===== src/rtl/pdn_pkg.sv =====
// Package: shared types and the register map of the power-down controller.
// Assumes a 4-bit register address space.
package pdn_pkg;
    typedef enum logic [1:0] {
        ST_FULL = 2'd0,
        ST_DOZE = 2'd1,
        ST_STBY = 2'd2,
        ST_SUSP = 2'd3
    } pdn_state_e;

    localparam int NSTATE   = 4;
    localparam int NSYS_TMR = 3;
    localparam int NTMR     = NSYS_TMR + 1;  // three idle timers + peripheral timer
    localparam int STAT_W   = 5;
    localparam int WAKE_BIT = 3;
    localparam int PER_BIT  = 4;
    localparam int ADDR_W   = 4;

    localparam logic [ADDR_W-1:0] A_STATE = 4'd0;
    localparam logic [ADDR_W-1:0] A_STAT  = 4'd1;
    localparam logic [ADDR_W-1:0] A_TMR0  = 4'd2;
    localparam logic [ADDR_W-1:0] A_PER   = 4'd5;
    localparam logic [1:0]        G_MOD   = 2'b10;  // addresses 8..11
    localparam logic [1:0]        G_MASK  = 2'b11;  // addresses 12..15
endpackage


===== src/rtl/pdn_prescale.sv =====
// Prescaler: produces a one-cycle tick every DIV clocks.
// Assumes DIV >= 2.
module pdn_prescale #(
    parameter int DIV = 1024
) (
    input  logic clk,
    input  logic rst_n,
    output logic tick_o
);
    localparam int CW = (DIV > 1) ? $clog2(DIV) : 1;
    localparam logic [CW-1:0] LAST = CW'(DIV - 1);

    logic [CW-1:0] cnt_q;

    // Free-running divide counter.
    always_ff @(posedge clk) begin
        if (!rst_n)            cnt_q <= '0;
        else if (cnt_q == LAST) cnt_q <= '0;
        else                   cnt_q <= cnt_q + 1'b1;
    end

    assign tick_o = (cnt_q == LAST);
endmodule


===== src/rtl/pdn_idle_timer.sv =====
// Idle timer: loads a count, decrements on each tick, and pulses
// expire_o on the tick that takes it from 1 to 0. A load wins over a tick.
// A zero count never expires.
module pdn_idle_timer #(
    parameter int CW = 16
) (
    input  logic          clk,
    input  logic          rst_n,
    input  logic          load_i,
    input  logic [CW-1:0] load_val_i,
    input  logic          tick_i,
    output logic          expire_o
);
    logic [CW-1:0] cnt_q;

    // Count register: reload or decrement toward zero.
    always_ff @(posedge clk) begin
        if (!rst_n)                       cnt_q <= '0;
        else if (load_i)                  cnt_q <= load_val_i;
        else if (tick_i && cnt_q != '0)   cnt_q <= cnt_q - 1'b1;
    end

    assign expire_o = tick_i && !load_i && (cnt_q == CW'(1));
endmodule


===== src/rtl/pdn_susp_mod.sv =====
// Suspend-request modulator: a phase counter runs over per_i+1 cycles,
// and the output is high while phase < on_i. restart_i zeroes the phase.
module pdn_susp_mod #(
    parameter int MW = 4
) (
    input  logic          clk,
    input  logic          rst_n,
    input  logic          restart_i,
    input  logic [MW-1:0] on_i,
    input  logic [MW-1:0] per_i,
    output logic          sus_o
);
    logic [MW-1:0] phase_q;

    // Phase counter with wrap at the period field.
    always_ff @(posedge clk) begin
        if (!rst_n)               phase_q <= '0;
        else if (restart_i)       phase_q <= '0;
        else if (phase_q >= per_i) phase_q <= '0;
        else                      phase_q <= phase_q + 1'b1;
    end

    assign sus_o = (phase_q < on_i);
endmodule


===== src/rtl/pdn_ctrl.sv =====
// Top of the inactivity power-down controller. It holds the register file,
// the state register, the status/interrupt logic and the per-state plane
// masks, and it instances the prescaler, the timers and the modulator.
// Assumes DATA_W covers CNT_W, 2*MOD_W, NPLANE and the status width.
module pdn_ctrl
    import pdn_pkg::*;
#(
    parameter int CNT_W  = 16,
    parameter int MOD_W  = 4,
    parameter int NPLANE = 4,
    parameter int PRESC  = 1024,
    parameter int DATA_W = 16
) (
    input  logic              clk,
    input  logic              rst_n,
    input  logic              act_sys_i,
    input  logic              act_per_i,
    input  logic              wr_en_i,
    input  logic [3:0]        wr_addr_i,
    input  logic [DATA_W-1:0] wr_data_i,
    input  logic [3:0]        rd_addr_i,
    output logic [DATA_W-1:0] rd_data_o,
    output logic [1:0]        state_o,
    output logic              smi_o,
    output logic              sus_req_o,
    output logic [NPLANE-1:0] plane_en_o
);
    localparam int MODCFG_W = 2 * MOD_W;

    pdn_state_e        state_q, state_d;
    logic [STAT_W-1:0] status_q;
    logic [CNT_W-1:0]  reload_q [NTMR];
    logic [MODCFG_W-1:0] mod_q  [NSTATE];
    logic [NPLANE-1:0] mask_q   [NSTATE];
    logic [NPLANE-1:0] plane_q;
    logic [NPLANE-1:0] mask_cur;
    logic [MOD_W-1:0]  on_cur, per_cur;
    logic [NTMR-1:0]   expire;
    logic [STAT_W-1:0] stat_set, stat_clr;
    logic              tick, wake, state_chg;
    logic              wr_state, wr_stat;

    assign wr_state = wr_en_i && (wr_addr_i == A_STATE);
    assign wr_stat  = wr_en_i && (wr_addr_i == A_STAT);

    pdn_prescale #(.DIV(PRESC)) u_pre (
        .clk(clk), .rst_n(rst_n), .tick_o(tick)
    );

    // Timers: indices below NSYS_TMR follow system activity, the last one peripheral.
    for (genvar i = 0; i < NTMR; i++) begin : g_tmr
        localparam logic [3:0] MY_ADDR = (i < NSYS_TMR) ? 4'(A_TMR0 + i) : A_PER;
        logic wr_hit, act_hit, load;
        logic [CNT_W-1:0] load_val;
        assign wr_hit  = wr_en_i && (wr_addr_i == MY_ADDR);
        if (i < NSYS_TMR) begin : g_sys
            assign act_hit = act_sys_i;
        end else begin : g_per
            assign act_hit = act_per_i;
        end
        assign load     = wr_hit || act_hit;
        assign load_val = wr_hit ? wr_data_i[CNT_W-1:0] : reload_q[i];

        // Reload register for this timer.
        always_ff @(posedge clk) begin
            if (!rst_n)      reload_q[i] <= '0;
            else if (wr_hit) reload_q[i] <= wr_data_i[CNT_W-1:0];
        end

        pdn_idle_timer #(.CW(CNT_W)) u_tmr (
            .clk(clk), .rst_n(rst_n), .load_i(load),
            .load_val_i(load_val), .tick_i(tick), .expire_o(expire[i])
        );
    end

    // Per-state modulation and plane-mask registers.
    for (genvar s = 0; s < NSTATE; s++) begin : g_cfg
        // Configuration registers of state s.
        always_ff @(posedge clk) begin
            if (!rst_n) begin
                mod_q[s]  <= '0;
                mask_q[s] <= '1;
            end else if (wr_en_i && wr_addr_i[1:0] == 2'(s)) begin
                if (wr_addr_i[3:2] == G_MOD)  mod_q[s]  <= wr_data_i[MODCFG_W-1:0];
                if (wr_addr_i[3:2] == G_MASK) mask_q[s] <= wr_data_i[NPLANE-1:0];
            end
        end
    end

    // Next-state: shallower or equal always accepted, deeper only without pending wake.
    always_comb begin
        state_d = state_q;
        if (wr_state) begin
            if (wr_data_i[1:0] <= state_q || !status_q[WAKE_BIT])
                state_d = pdn_state_e'(wr_data_i[1:0]);
        end
    end
    assign state_chg = (state_d != state_q);

    // State register.
    always_ff @(posedge clk) begin
        if (!rst_n) state_q <= ST_FULL;
        else        state_q <= state_d;
    end

    // Status events and write-one-to-clear mask.
    assign wake = (act_sys_i || act_per_i) && (state_q != ST_FULL);
    always_comb begin
        stat_set = '0;
        stat_set[NSYS_TMR-1:0] = expire[NSYS_TMR-1:0];
        stat_set[WAKE_BIT]     = wake;
        stat_set[PER_BIT]      = expire[NTMR-1];
        stat_clr = wr_stat ? wr_data_i[STAT_W-1:0] : '0;
    end

    // Status register: a set in the same cycle wins over a clear.
    always_ff @(posedge clk) begin
        if (!rst_n) status_q <= '0;
        else        status_q <= (status_q & ~stat_clr) | stat_set;
    end

    assign mask_cur = mask_q[state_q];
    assign on_cur   = mod_q[state_q][MOD_W-1:0];
    assign per_cur  = mod_q[state_q][MODCFG_W-1:MOD_W];

    // Plane enables follow the current state's mask one cycle later.
    always_ff @(posedge clk) begin
        if (!rst_n) plane_q <= '1;
        else        plane_q <= mask_cur;
    end

    pdn_susp_mod #(.MW(MOD_W)) u_mod (
        .clk(clk), .rst_n(rst_n), .restart_i(state_chg),
        .on_i(on_cur), .per_i(per_cur), .sus_o(sus_req_o)
    );

    // Register read mux.
    always_comb begin
        rd_data_o = '0;
        if (rd_addr_i == A_STATE)                   rd_data_o = DATA_W'(state_q);
        else if (rd_addr_i == A_STAT)               rd_data_o = DATA_W'(status_q);
        else if (rd_addr_i >= A_TMR0 && rd_addr_i <= A_PER)
            rd_data_o = DATA_W'(reload_q[rd_addr_i - A_TMR0]);
        else if (rd_addr_i[3:2] == G_MOD)           rd_data_o = DATA_W'(mod_q[rd_addr_i[1:0]]);
        else if (rd_addr_i[3:2] == G_MASK)          rd_data_o = DATA_W'(mask_q[rd_addr_i[1:0]]);
    end

    assign state_o    = state_q;
    assign smi_o      = |status_q;
    assign plane_en_o = plane_q;
endmodule


===== config.mk =====
export PLATFORM = sky130hd
export DESIGN_NAME = pdn_ctrl
export DESIGN_NICKNAME = d
export VERILOG_FILES = /design/src/rtl/pdn_pkg.sv /design/src/rtl/pdn_prescale.sv /design/src/rtl/pdn_idle_timer.sv /design/src/rtl/pdn_susp_mod.sv /design/src/rtl/pdn_ctrl.sv
export SDC_FILE = /design/constraint.sdc
export NUM_CORES = 1
export LEC_CHECK = 0
export ABC_AREA = 0
export BUFFER_PORTS_ARGS = -buffer_cell sky130_fd_sc_hd__clkbuf_2
export CORE_MARGIN = 10
export CORE_UTILIZATION = 55
export CTS_CLUSTER_SIZE = 30
export DETAILED_ROUTE_END_ITERATION = 10
export PLACE_DENSITY = 0.73
export SETUP_SLACK_MARGIN = 0.05
export SLEW_MARGIN = 30
export SYNTH_ARGS = -nofsm -noshare
export SYNTH_HDL_FRONTEND = slang
export SYNTH_SLANG_ARGS = --single-unit

===== constraint.sdc =====
create_clock -name clk -period 3 [get_ports clk]
set_input_delay 0.3 -clock clk [delete_from_list [all_inputs] [get_ports clk]]
set_output_delay 0.3 -clock clk [all_outputs]
set_load 0.01 [all_outputs]

[Yosys cells after proc, flatten, opt, wreduce, memory -nomap -nowiden]
Memory sizes are Yosys's and may differ from the RTL's. A register that Yosys moved wholly into a read port is not among the register bits.
Index checks and enable logic that the tools add are counted.
Word-level totals
  word-level logic and storage cells: 181
  bits in writable memories: 112
  output and inout port bits: 24
  register bits: 85
  bits of input ports: 29
  ROM bits: 0
  latch bits: 0
  memories kept: 3
Operators by class
  multiply operators: 0
  eq/ne operators: 19
  order comparisons: 5
  shift-type cells: 0
  reductions and logical operators: 51
  bitwise logic cells: 16
  divide/modulo/power cells: 0
  add/subtract/negate cells: 7
  mux-type cells: 72
Memories
  reload_q: words 4, width 16, rd ports 5, clocked after memory_dff 0, wr ports 4, RTL line pdn_ctrl.sv:32  | logic [CNT_W-1:0] reload_q [NTMR];
  mod_q: words 4, width 8, rd ports 2, clocked after memory_dff 1, wr ports 4, RTL line pdn_ctrl.sv:33  | logic [MODCFG_W-1:0] mod_q [NSTATE];
  mask_q: words 4, width 4, rd ports 2, clocked after memory_dff 1, wr ports 4, RTL line pdn_ctrl.sv:34  | logic [NPLANE-1:0] mask_q [NSTATE];
Operators by type and width (number)
  2-to-1 mux 16 bit: 19
  equality test 16 x 1 -> 1 bit (second input constant): 4
  nonzero test 16 bit: 4
  subtractor 16 x 1 -> 16 bit (second input constant): 4
  2-to-1 mux 8 bit: 5
  2-to-1 mux 1 bit: 39
  logical AND 1 bit: 24
  2-to-1 mux 4 bit: 5
  equality test 2 bit (second input constant): 6
  OR 1 bit: 12
  adder 10 x 1 -> 10 bit (second input constant): 1
  equality test 10 bit (second input constant): 1
  nonzero test 2 bit: 5
  equality test 4 x 1 -> 1 bit (second input constant): 2
  equality test 4 x 2 -> 1 bit (second input constant): 2
  equality test 4 x 3 -> 1 bit (second input constant): 2
  logical NOT 4 bit: 2
  logical NOT 1 bit: 6
  logical OR 1 bit: 6
  2-to-1 mux 2 bit: 3
  bitwise AND 5 bit: 1
  2-to-1 mux 5 bit: 1
  inverter 5 bit: 1
  OR 5 bit: 1
  other kinds (14): 14

[Logic depth before layout (Yosys ltp)]
Gate-level depths: netlist of the first run.
  word-level depth: 7
  gate-level depth with buffers: 9
  gate-level depth less buffers: 7

[By module]
A second synthesis of the first run with hierarchy kept.
Unflattened totals
  cell total of the unflattened synthesis: 1100
  area, all modules: 11735.0 um^2
Modules (own cells, without submodules)
  pdn_ctrl: sequential area each 3583.4 um^2, cells each 529, instances 1, area each 6959.2 um^2
  pdn_idle_timer at g_tmr[0].u_tmr ...: sequential area each 320.3 um^2, cells each 121, instances 2, area each 1027.2 um^2
  pdn_idle_timer at g_tmr[2].u_tmr ...: sequential area each 320.3 um^2, cells each 120, instances 2, area each 972.2 um^2
  pdn_prescale: sequential area each 200.2 um^2, cells each 53, instances 1, area each 457.9 um^2
  pdn_susp_mod: sequential area each 80.1 um^2, cells each 36, instances 1, area each 319.1 um^2

[Least setup slack after synthesis of the first run]
No wires, ideal clock.
  path type: register to output
  start: register state_o[0] (netlist name)
  end: output port sus_req_o
  buffers on the path: 2
  data arrival time: 2590 ps
  cell stages (with the launch flop): 10
  slack: 110 ps
  required time: 2700 ps
  cells stage by stage: dfxtp_1 -> clkbuf_1 -> buf_1 -> mux4_2 -> inv_1 -> ha_1 -> a21boi_0 -> o21ai_0 -> nand2b_1 -> a21oi_1
RTL lines
  end: declaration: RTL line pdn_ctrl.sv:25  | output logic sus_req_o,

==> run summary, run 1 <==
status -> finished clean
Routed WL -> 34500 um
multi-input gate area in the final layout -> 0.00597 mm^2
CP Depth -> 8
FILL cells -> 1752
Final nets -> 1269
first-iteration detailed-routing DRC count -> 1089
WHS Path Cells -> 3
Max Cap Viol -> 0
Tcrit/Tclk final -> 0.928
CORE AREA -> 0.0209 mm^2
first drt pass iteration count -> 6
async set or reset register ratio after synthesis -> 0
Finished Cell Area -> 0.0130 mm^2
Critical Path AT -> 2.48 ns
Starting Density -> 0.556
initial antenna violation count -> 0
DP Wirelength -> 24500 um
clock latency on the worst-skew pair -> 0.51 ns
H-tree depth -> 1
final std cells w/o fill -> 1507
crit-path cells -> mux4_2 -> inv_1 -> ha_1 -> a21boi_0 -> o21ai_0 -> nand2b_1 -> a21oi_1 -> clkbuf_2
power per cell area -> 551 mW/mm^2
Final Max Tran Viols -> 0
Pleak -> 0.00507 uW
Worst Setup End Kind -> primary output
clk sinks -> 201
layout cell share with drive strength beyond 1 -> 0.162
Req. time, crit path -> 2.70 ns
unrepaired setup endpoints after global routing -> no
Hold Buf Count CTS -> 0
Setup TNS Final -> 0 ns
CP Max Fanout -> 5
most common cell after layout, fill and taps aside -> edfxtp_1
Synth Cell Area -> 0.0116 mm^2
storage element area -> 0.00514 mm^2
DRT antenna net count -> 0
Max Clk Rate -> 359 MHz
GRT Total Usage -> 0.250
count of input and output buffers -> 52
Vias -> 10100
Seq cells post-synth -> 201
VDD IR max -> 0.401 mV
relative slew slack -> 0.432
ys flop type -> edfxtp_1
Avg Cell Area, Syn -> 9.79 um^2
Critical Path Max Stage Delay -> 0.54 ns
Buf/Inv on CP -> 2
Post-synth EDFFs -> 112
Die W -> 165 um
endpoints failing hold -> 0
vias per cell -> 6.69
CTS root buffer -> clkbuf_16
HP Class -> input pin to register
die height -> 165 um
placed cells -> 1467
Slew @ Worst Pin -> 0.846 ns
flop2flop setup slack -> 0.60 ns
Inserted Clock Buffers -> 23
slowest CP cell -> mux4_2
sequential element share of the synthesized area -> 0.443
yosys warns -> 0
CP startpoint kind -> register
FP Rows -> 53
post-CTS setup buffer count -> 0
CTS Buffer Depth -> 3
first-pass GRT wire length -> 54100 um
minimum clock period -> 2.78 ns
post-cts gate resize count -> 0
synthesized netlist cell count -> 1187
most frequent cells in the layout -> 112 x edfxtp_1, 109 x nand2_1, 89 x dfxtp_1
WL/cell -> 22.9 um
CTS tree -> done
crit-path leading delay family -> multiplexers
CP Class -> register to primary output
DRC -> 0
Post-Syn Nets -> 1239
Reg clk slew, reported paths -> 0.06 ns
GP Congestion -> 0.908
Antenna Cells -> 0
full die area -> 0.0273 mm^2
gr ovfl total -> 0
largest net degree at the start of global routing -> 87
final setup skew -> 0.00874 ns
Placed Area -> 0.0122 mm^2
Yosys cell types -> 77
vias in the first global route -> 9553
# setup viols final -> 0
I/O pins -> 53
FF-to-FF path depth -> 8
P&R area growth vs syn -> 11.8%
==> metrics by stage <==
stage	hold slack, ns	setup WS [ns]	util	power (uW)
6_report	0.208	0.216	0.622	7160
5_1_grt	0.215	0.0797	0.622	7400
4_1_cts	0.197	0.189	0.622	7160
3_5_place_dp	0.430	0.648	0.586	4360
3_3_place_gp	0.422	0.549	0.586	4340
2_1_floorplan	0.413	0.110	-	3990
==> final cells by class <==
class / instances / area share
Multi-Input combinational cell: 854 / 0.460
Sequential cell: 201 / 0.396
Timing Repair Buffer: 101 / 0.0495
Clock buffer: 23 / 0.0443
Tap cell: 275 / 0.0265
Clock inverter: 17 / 0.0137
Inverter: 36 / 0.0104
==> power breakdown <==
part           switching, uW  internal (uW)  leakage [uW]  total (uW)
clock                   1160           1670      0.000365        2820
sequential               169           3080       0.00181        3250
combinational            646            441       0.00290        1090
==> cells in the mapped netlist, types with 6 or more instances <==
cell | number | area (um^2)
edfxtp_1 | 112 | 3360
nand2_1 | 109 | 409
dfxtp_1 | 89 | 1780
clkbuf_1 | 80 | 300
and3_1 | 79 | 494
nor2_1 | 69 | 259
a21oi_1 | 59 | 295
o21ai_0 | 49 | 245
nand3_1 | 41 | 205
mux4_2 | 39 | 878
and2_1 | 34 | 213
inv_1 | 33 | 124
or3_1 | 30 | 188
nor3_1 | 29 | 145
o211ai_1 | 24 | 180
ha_1 | 23 | 288
xnor2_1 | 22 | 193
a31oi_1 | 21 | 131
nor4_1 | 18 | 113
nor2b_1 | 11 | 68.8
o211a_1 | 10 | 100
buf_2 | 9 | 45.0
mux2i_1 | 9 | 90.1
nand2b_1 | 9 | 56.3
o21a_1 | 9 | 67.6
xor2_1 | 9 | 78.8
nand4_1 | 8 | 50.1
o221ai_1 | 8 | 70.1
o31ai_1 | 8 | 60.1
a311oi_1 | 7 | 61.3
nor3b_1 | 7 | 52.6
or4_1 | 7 | 52.6
and4_1 | 6 | 52.6
o21ai_1 | 6 | 30.0
o22ai_1 | 6 | 37.5
==> cells by family (layout without fill, tap and decap cells) <==
group                    count (synthesis)  count (layout)  synth area share
AO/OA/AOI/OAI                          272             272             0.160
XOR/XNOR                                31              31            0.0234
adder cells (fa/ha/maj)                 23              23            0.0248
buffers and inverters                  132             177            0.0440
flip-flops                             201             201             0.443
multiplexers                            48              48            0.0833
AND/OR/NAND/NOR                        480             480             0.221
==> state kept, by name, summed over array words and instances, names as in the netlist <==
signal,count
plane_en_o,4
u_pre.cnt_q,10
g_tmr.u_tmr.cnt_q,64
u_mod.phase_q,4
mask_q,16
state_o,2
reload_q,64
mod_q,32
status_q,5
==> worst min-delay path: stages <==
cell and delay [ns]:
clkbuf_2 0.20, nand2_1 0.10, a31oi_1 0.06
==> metal layers <==
layer  vias to the layer above  track usage  share of wire
met5                         -            0              0
met4                         0       0.0666          0.028
met3                        77       0.0409           0.10
met2                       556        0.400           0.46
met1                      4891        0.347           0.41
li1                       4556            -              -
==> final timing paths <==
kind / start / endpoint
setup reg to reg: state_o[0] / u_mod.phase_q[3]
hold reg to reg: u_pre.cnt_q[0] / u_pre.cnt_q[0]
setup / recovery: state_o[0] / sus_req_o
hold / removal: wr_data_i[11] / g_tmr[0].u_tmr.cnt_q[11]
Note: power is estimated with default switching activity, not from simulation.
==> run 2, diff against run 1 <==
CORE_UTILIZATION = 31   (was 55)
PLACE_DENSITY = 0.47   (was 0.73)
==> run summary, run 2 (synthesized netlist as in run 1, its figures left out) <==
largest net degree at the start of global routing -> 61 (-30%)
status -> finished clean
Starting Density -> 0.316 (-0.240)
I/O pins -> 53 (unchanged)
CP Max Fanout -> 6 (+1)
CP Class -> register to primary output
FILL cells -> 3738 (+110%)
final setup skew -> 0.0103 ns (+0.00157 ns)
GP Congestion -> 0.861 (-5.1%)
pre-CTS setup slack -> 0.642 ns (-0.00660 ns)
count of input and output buffers -> 52 (unchanged)
DRC -> 0 (unchanged)
endpoints failing hold -> 0 (unchanged)
Inserted Clock Buffers -> 25 (+8.7%)
first-iteration detailed-routing DRC count -> 867 (-20%)
Top Registers -> g_tmr.u_tmr.cnt_q (64), reload_q (64), mod_q (32)
Pleak -> 0.00510 uW (+0.51%)
Crit Reg-Reg Endpoint -> g_tmr[3].u_tmr.cnt_q[11]
VDD IR max -> 0.307 mV (-23%)
DP Wirelength -> 28100 um (+15%)
most frequent cells in the layout -> 112 x edfxtp_1, 109 x nand2_1, 88 x dfxtp_1
flop2flop setup slack -> 0.68 ns (+0.08 ns)
layout cell share with drive strength beyond 1 -> 0.166 (+0.00339)
HP Class -> input pin to register
Setup TNS Final -> 0 ns (unchanged)
Hold Buf Count CTS -> 0 (unchanged)
most common cell after layout, fill and taps aside -> edfxtp_1
P&R area growth vs syn -> 14.3%
hold_sp -> rst_n
Worst Setup End Kind -> primary output
Critical Path AT -> 2.37 ns (-0.11 ns)
initial antenna violation count -> 2 (+2)
grt met1 use -> 0.241 (-0.106)
Final Max Tran Viols -> 0 (unchanged)
Max Clk Rate -> 375 MHz (+4.3%)
gr ovfl total -> 0 (unchanged)
Hold Path End -> plane_en_o[1]
CTS Buffer Depth -> 3 (unchanged)
Reg clk slew, reported paths -> 0.06 ns (about the same)
WHS Path Cells -> 2 (-1)
Hold WS -> 0.159 ns (-0.0486 ns)
storage element area -> 0.00515 mm^2 (about the same)
CTS root buffer -> clkbuf_16
setup ws final -> 0.331 ns (+0.115 ns)
power per cell area -> 543 mW/mm^2 (-1.4%)
clk sinks -> 201 (unchanged)
Req. time, crit path -> 2.70 ns (about the same)
CP startpoint kind -> register
Tcrit/Tclk final -> 0.890 (-0.0383)
CTS tree -> done
vias per cell -> 5.65 (-16%)
Die W -> 214 um (+29%)
post-CTS setup buffer count -> 0 (unchanged)
gr busiest metal -> met2
met2 layer usage reported by global route -> 0.277 (-0.123)
met3 usage -> 0.0200 (-0.0209)
reg2reg start -> u_pre.cnt_q[0]
Vias -> 9666 (-4.1%)
# setup viols final -> 0 (unchanged)
GRT Total Usage -> 0.172 (-0.0784)
first drt pass iteration count -> 5 (-1)
full die area -> 0.0456 mm^2 (+67%)
Slew @ Worst Pin -> 0.748 ns (-0.0978 ns)
FF-to-FF path depth -> 6 (-2)
unrepaired setup endpoints after global routing -> no
multi-input gate area in the final layout -> 0.00597 mm^2 (about the same)
relative slew slack -> 0.500 (+0.0678)
Max Cap Viol -> 0 (unchanged)
minimum clock period -> 2.67 ns (-0.115 ns)
first-pass GRT wire length -> 60500 um (+12%)
H-tree depth -> 1 (unchanged)
vias in the first global route -> 9489 (-0.67%)
CORE AREA -> 0.0368 mm^2 (+76%)
Final nets -> 1277 (+0.63%)
DRT antenna net count -> 0 (unchanged)
Routed WL -> 39700 um (+15%)
clock latency on the worst-skew pair -> 0.54 ns (+0.03 ns)
die height -> 214 um (+29%)
WL/cell -> 23.2 um (+1.2%)
FP Rows -> 70 (+32%)
## run 2: cell type report
cell class,instances,share of cell area
diodes,1,0.000188
clock inverters,12,0.00490
clock buffers,33,0.0517
well taps,468,0.0441
repair buffers,107,0.0518
flip-flops and latches,201,0.388
multi-input cells,854,0.450
inverters,36,0.0102
## run 2: metrics by stage
step / total power (uW) / area [um^2] / instances / utilization
after floorplan: 3990 / 11600 / 1187 / -
after global placement: 4420 / 12500 / 1666 / 0.340
after detailed placement: 4420 / 12500 / 1666 / 0.340
after CTS: 7270 / 13300 / 1711 / 0.361
after global routing: 7510 / 13300 / 1712 / 0.361
final: 7210 / 13300 / 1712 / 0.361
## run 2: critical path: stages, from the launching register on
cell and delay, ns:
dfxtp_2 0.41, mux4_2 0.51, inv_1 0.06, ha_1 0.21, a21boi_0 0.12, o21ai_0 0.15
nand2b_1 0.07, a21oi_1 0.14, clkbuf_2 0.16
## run 2: worst max-delay path by stage
stage / to / depth (start not counted) / startpoint
floorplan: sus_req_o / 9 / state_o[0]
global placement: u_mod.phase_q[2] / 8 / state_o[0]
detailed placement: u_mod.phase_q[3] / 8 / state_o[0]
CTS: sus_req_o / 8 / state_o[0]
global route: sus_req_o / 8 / state_o[0]
finish: sus_req_o / 8 / state_o[0]
## run 2: repair_timing
| action | CTS | global route |
|---|---|---|
| hold endpoints to repair | 0 | 0 |
| gates resized for setup | 0 | 1 |
| setup endpoints to repair | 0 | 1 |
## run 2: layer usage
layer,share of wire,up-vias
met5,0,-
met4,0.017,0
met3,0.048,43
met2,0.47,229
met1,0.47,4822
li1,-,4572
## run 2: power breakdown
part | internal, uW | switching [uW] | leakage (uW)
Sequential | 3080 | 173 | 0.00181
Combinational | 448 | 670 | 0.00292
Clock | 1610 | 1240 | 0.000368
Total | 5140 | 2080 | 0.00510
==> run 3, diff against run 2 <==
REMOVE_ABC_BUFFERS = 1   (was default)
==> run summary, run 3 (synthesized netlist as in run 1, its figures left out) <==
status -> finished clean
Inserted Clock Buffers -> 25 (unchanged)
Slew @ Worst Pin -> 0.939 ns (+0.191 ns)
Critical Path AT -> 2.51 ns (+0.14 ns)
Final Util -> 0.365 (+0.00381)
Setup TNS Final -> 0 ns (unchanged)
P&R area growth vs syn -> 15.5%
Starting Density -> 0.316 (unchanged)
relative slew slack -> 0.370 (-0.130)
Reg clk slew, reported paths -> 0.06 ns (about the same)
DRT antenna net count -> 0 (unchanged)
Final nets -> 1279 (+0.16%)
vias per cell -> 5.75 (+1.8%)
FILL cells -> 3795 (+1.5%)
count of input and output buffers -> 52 (unchanged)
GRT Total Usage -> 0.175 (+0.00333)
Hold Buf Count CTS -> 0 (unchanged)
# setup viols final -> 0 (unchanged)
vias in the first global route -> 9696 (+2.2%)
final setup skew -> 0.0109 ns (+0.000544 ns)
gr ovfl total -> 0 (unchanged)
initial antenna violation count -> 0 (-2)
storage element area -> 0.00514 mm^2 (about the same)
Vias -> 9842 (+1.8%)
I/O pins -> 53 (unchanged)
first-iteration detailed-routing DRC count -> 773 (-11%)
die height -> 214 um (unchanged)
power per cell area -> 570 mW/mm^2 (+5.0%)
Worst Setup End Kind -> primary output
clock latency on the worst-skew pair -> 0.52 ns (-0.02 ns)
Max Cap Viol -> 0 (unchanged)
first-pass GRT wire length -> 61400 um (+1.4%)
VDD IR max -> 0.348 mV (+13%)
Top Registers -> g_tmr.u_tmr.cnt_q (64), reload_q (64), mod_q (32)
CORE AREA -> 0.0368 mm^2 (unchanged)
crit-path cells -> mux4_2 -> inv_1 -> ha_1 -> a21boi_0 -> o21ai_0 -> nand2b_1 -> a21oi_1 -> clkbuf_2
post-CTS setup buffer count -> 0 (unchanged)
WL/cell -> 23.8 um (+2.7%)
unrepaired setup endpoints after global routing -> no
most frequent cells in the layout -> 112 x edfxtp_1, 109 x nand2_1, 89 x dfxtp_1
endpoints failing hold -> 0 (unchanged)
CP Max Fanout -> 5 (-1)
full die area -> 0.0456 mm^2 (unchanged)
most common cell after layout, fill and taps aside -> edfxtp_1
multi-input gate area in the final layout -> 0.00597 mm^2 (about the same)
largest net degree at the start of global routing -> 61 (unchanged)
slowest CP cell -> dfxtp_1
Pleak -> 0.00519 uW (+1.7%)
HP Class -> input pin to register
H-tree depth -> 1 (unchanged)
post-cts gate resize count -> 0 (unchanged)
Die W -> 214 um (unchanged)
Max Clk Rate -> 356 MHz (-5.0%)
first drt pass iteration count -> 5 (unchanged)
CP Class -> register to primary output
CP startpoint kind -> register
Tcrit/Tclk final -> 0.936 (+0.0466)
Finished Cell Area -> 0.0134 mm^2 (+1.1%)
CTS tree -> done
Routed WL -> 40800 um (+2.8%)
GP Congestion -> 0.867 (+0.65%)
Antenna Cells -> 0 (-1)
Pwr Total -> 7660 uW (+6.1%)
CTS root buffer -> clkbuf_16
Req. time, crit path -> 2.70 ns (about the same)
Final Max Tran Viols -> 0 (unchanged)
clk sinks -> 201 (unchanged)
Placed Area -> 0.0125 mm^2 (about the same)
CTS Buffer Depth -> 3 (unchanged)
minimum clock period -> 2.81 ns (+0.140 ns)
Critical Path Max Stage Delay -> 0.55 ns (+0.04 ns)
DP Wirelength -> 28300 um (+0.56%)
DRC -> 0 (unchanged)
layout cell share with drive strength beyond 1 -> 0.170 (+0.00455)
FP Rows -> 70 (unchanged)
-- run 3: per-stage QoR --
stage	cells	worst slack (ns)	hold slack, ns
floorplan	1091	0.436	0.373
global placement	1668	0.595	0.429
detailed placement	1668	0.566	0.437
CTS	1713	0.163	0.0926
global route	1713	0.0621	0.103
finish	1713	0.191	0.106
-- run 3: final timing paths --
check | from | end | slack [ns] | depth (start not counted)
min reg2reg | u_pre.cnt_q[0] | u_pre.cnt_q[0] | 0.45 | 1
min | rst_n | plane_en_o[1] | 0.11 | 2
max reg2reg | state_o[0] | u_mod.phase_q[2] | 0.56 | 8
max | state_o[0] | sus_req_o | 0.19 | 8
-- run 3: where the power goes --
part	total, uW	switching (uW)	internal, uW
combinational	1130	678	447
sequential	3250	171	3080
clock	3280	1240	2030
-- run 3: final cells by class --
cell class              count  share of cell area
clock inverters            11              0.0115
multi-input cells         854               0.445
inverters                  36              0.0101
flip-flops and latches    201               0.383
clock buffers              34              0.0544
well taps                 468              0.0436
repair buffers            109              0.0524
-- run 3: worst max-delay path: cells and delay by family (launching register included) --
family | cells | cell delay, ns
AO/OA/AOI/OAI | 3 | 0.39
adder cells (fa/ha/maj) | 1 | 0.21
buffers and inverters | 2 | 0.20
flip-flops | 1 | 0.55
multiplexers | 1 | 0.55
AND/OR/NAND/NOR | 1 | 0.08
-- run 3: routing by layer --
| layer | share of wire | global-route usage | vias up |
|---|---|---|---|
| met4 | 0.017 | 0.0386 | 0 |
| met3 | 0.055 | 0.0237 | 38 |
| li1 | - | - | 4586 |
| met2 | 0.48 | 0.292 | 282 |
| met5 | 0 | 0 | - |
| met1 | 0.45 | 0.237 | 4936 |
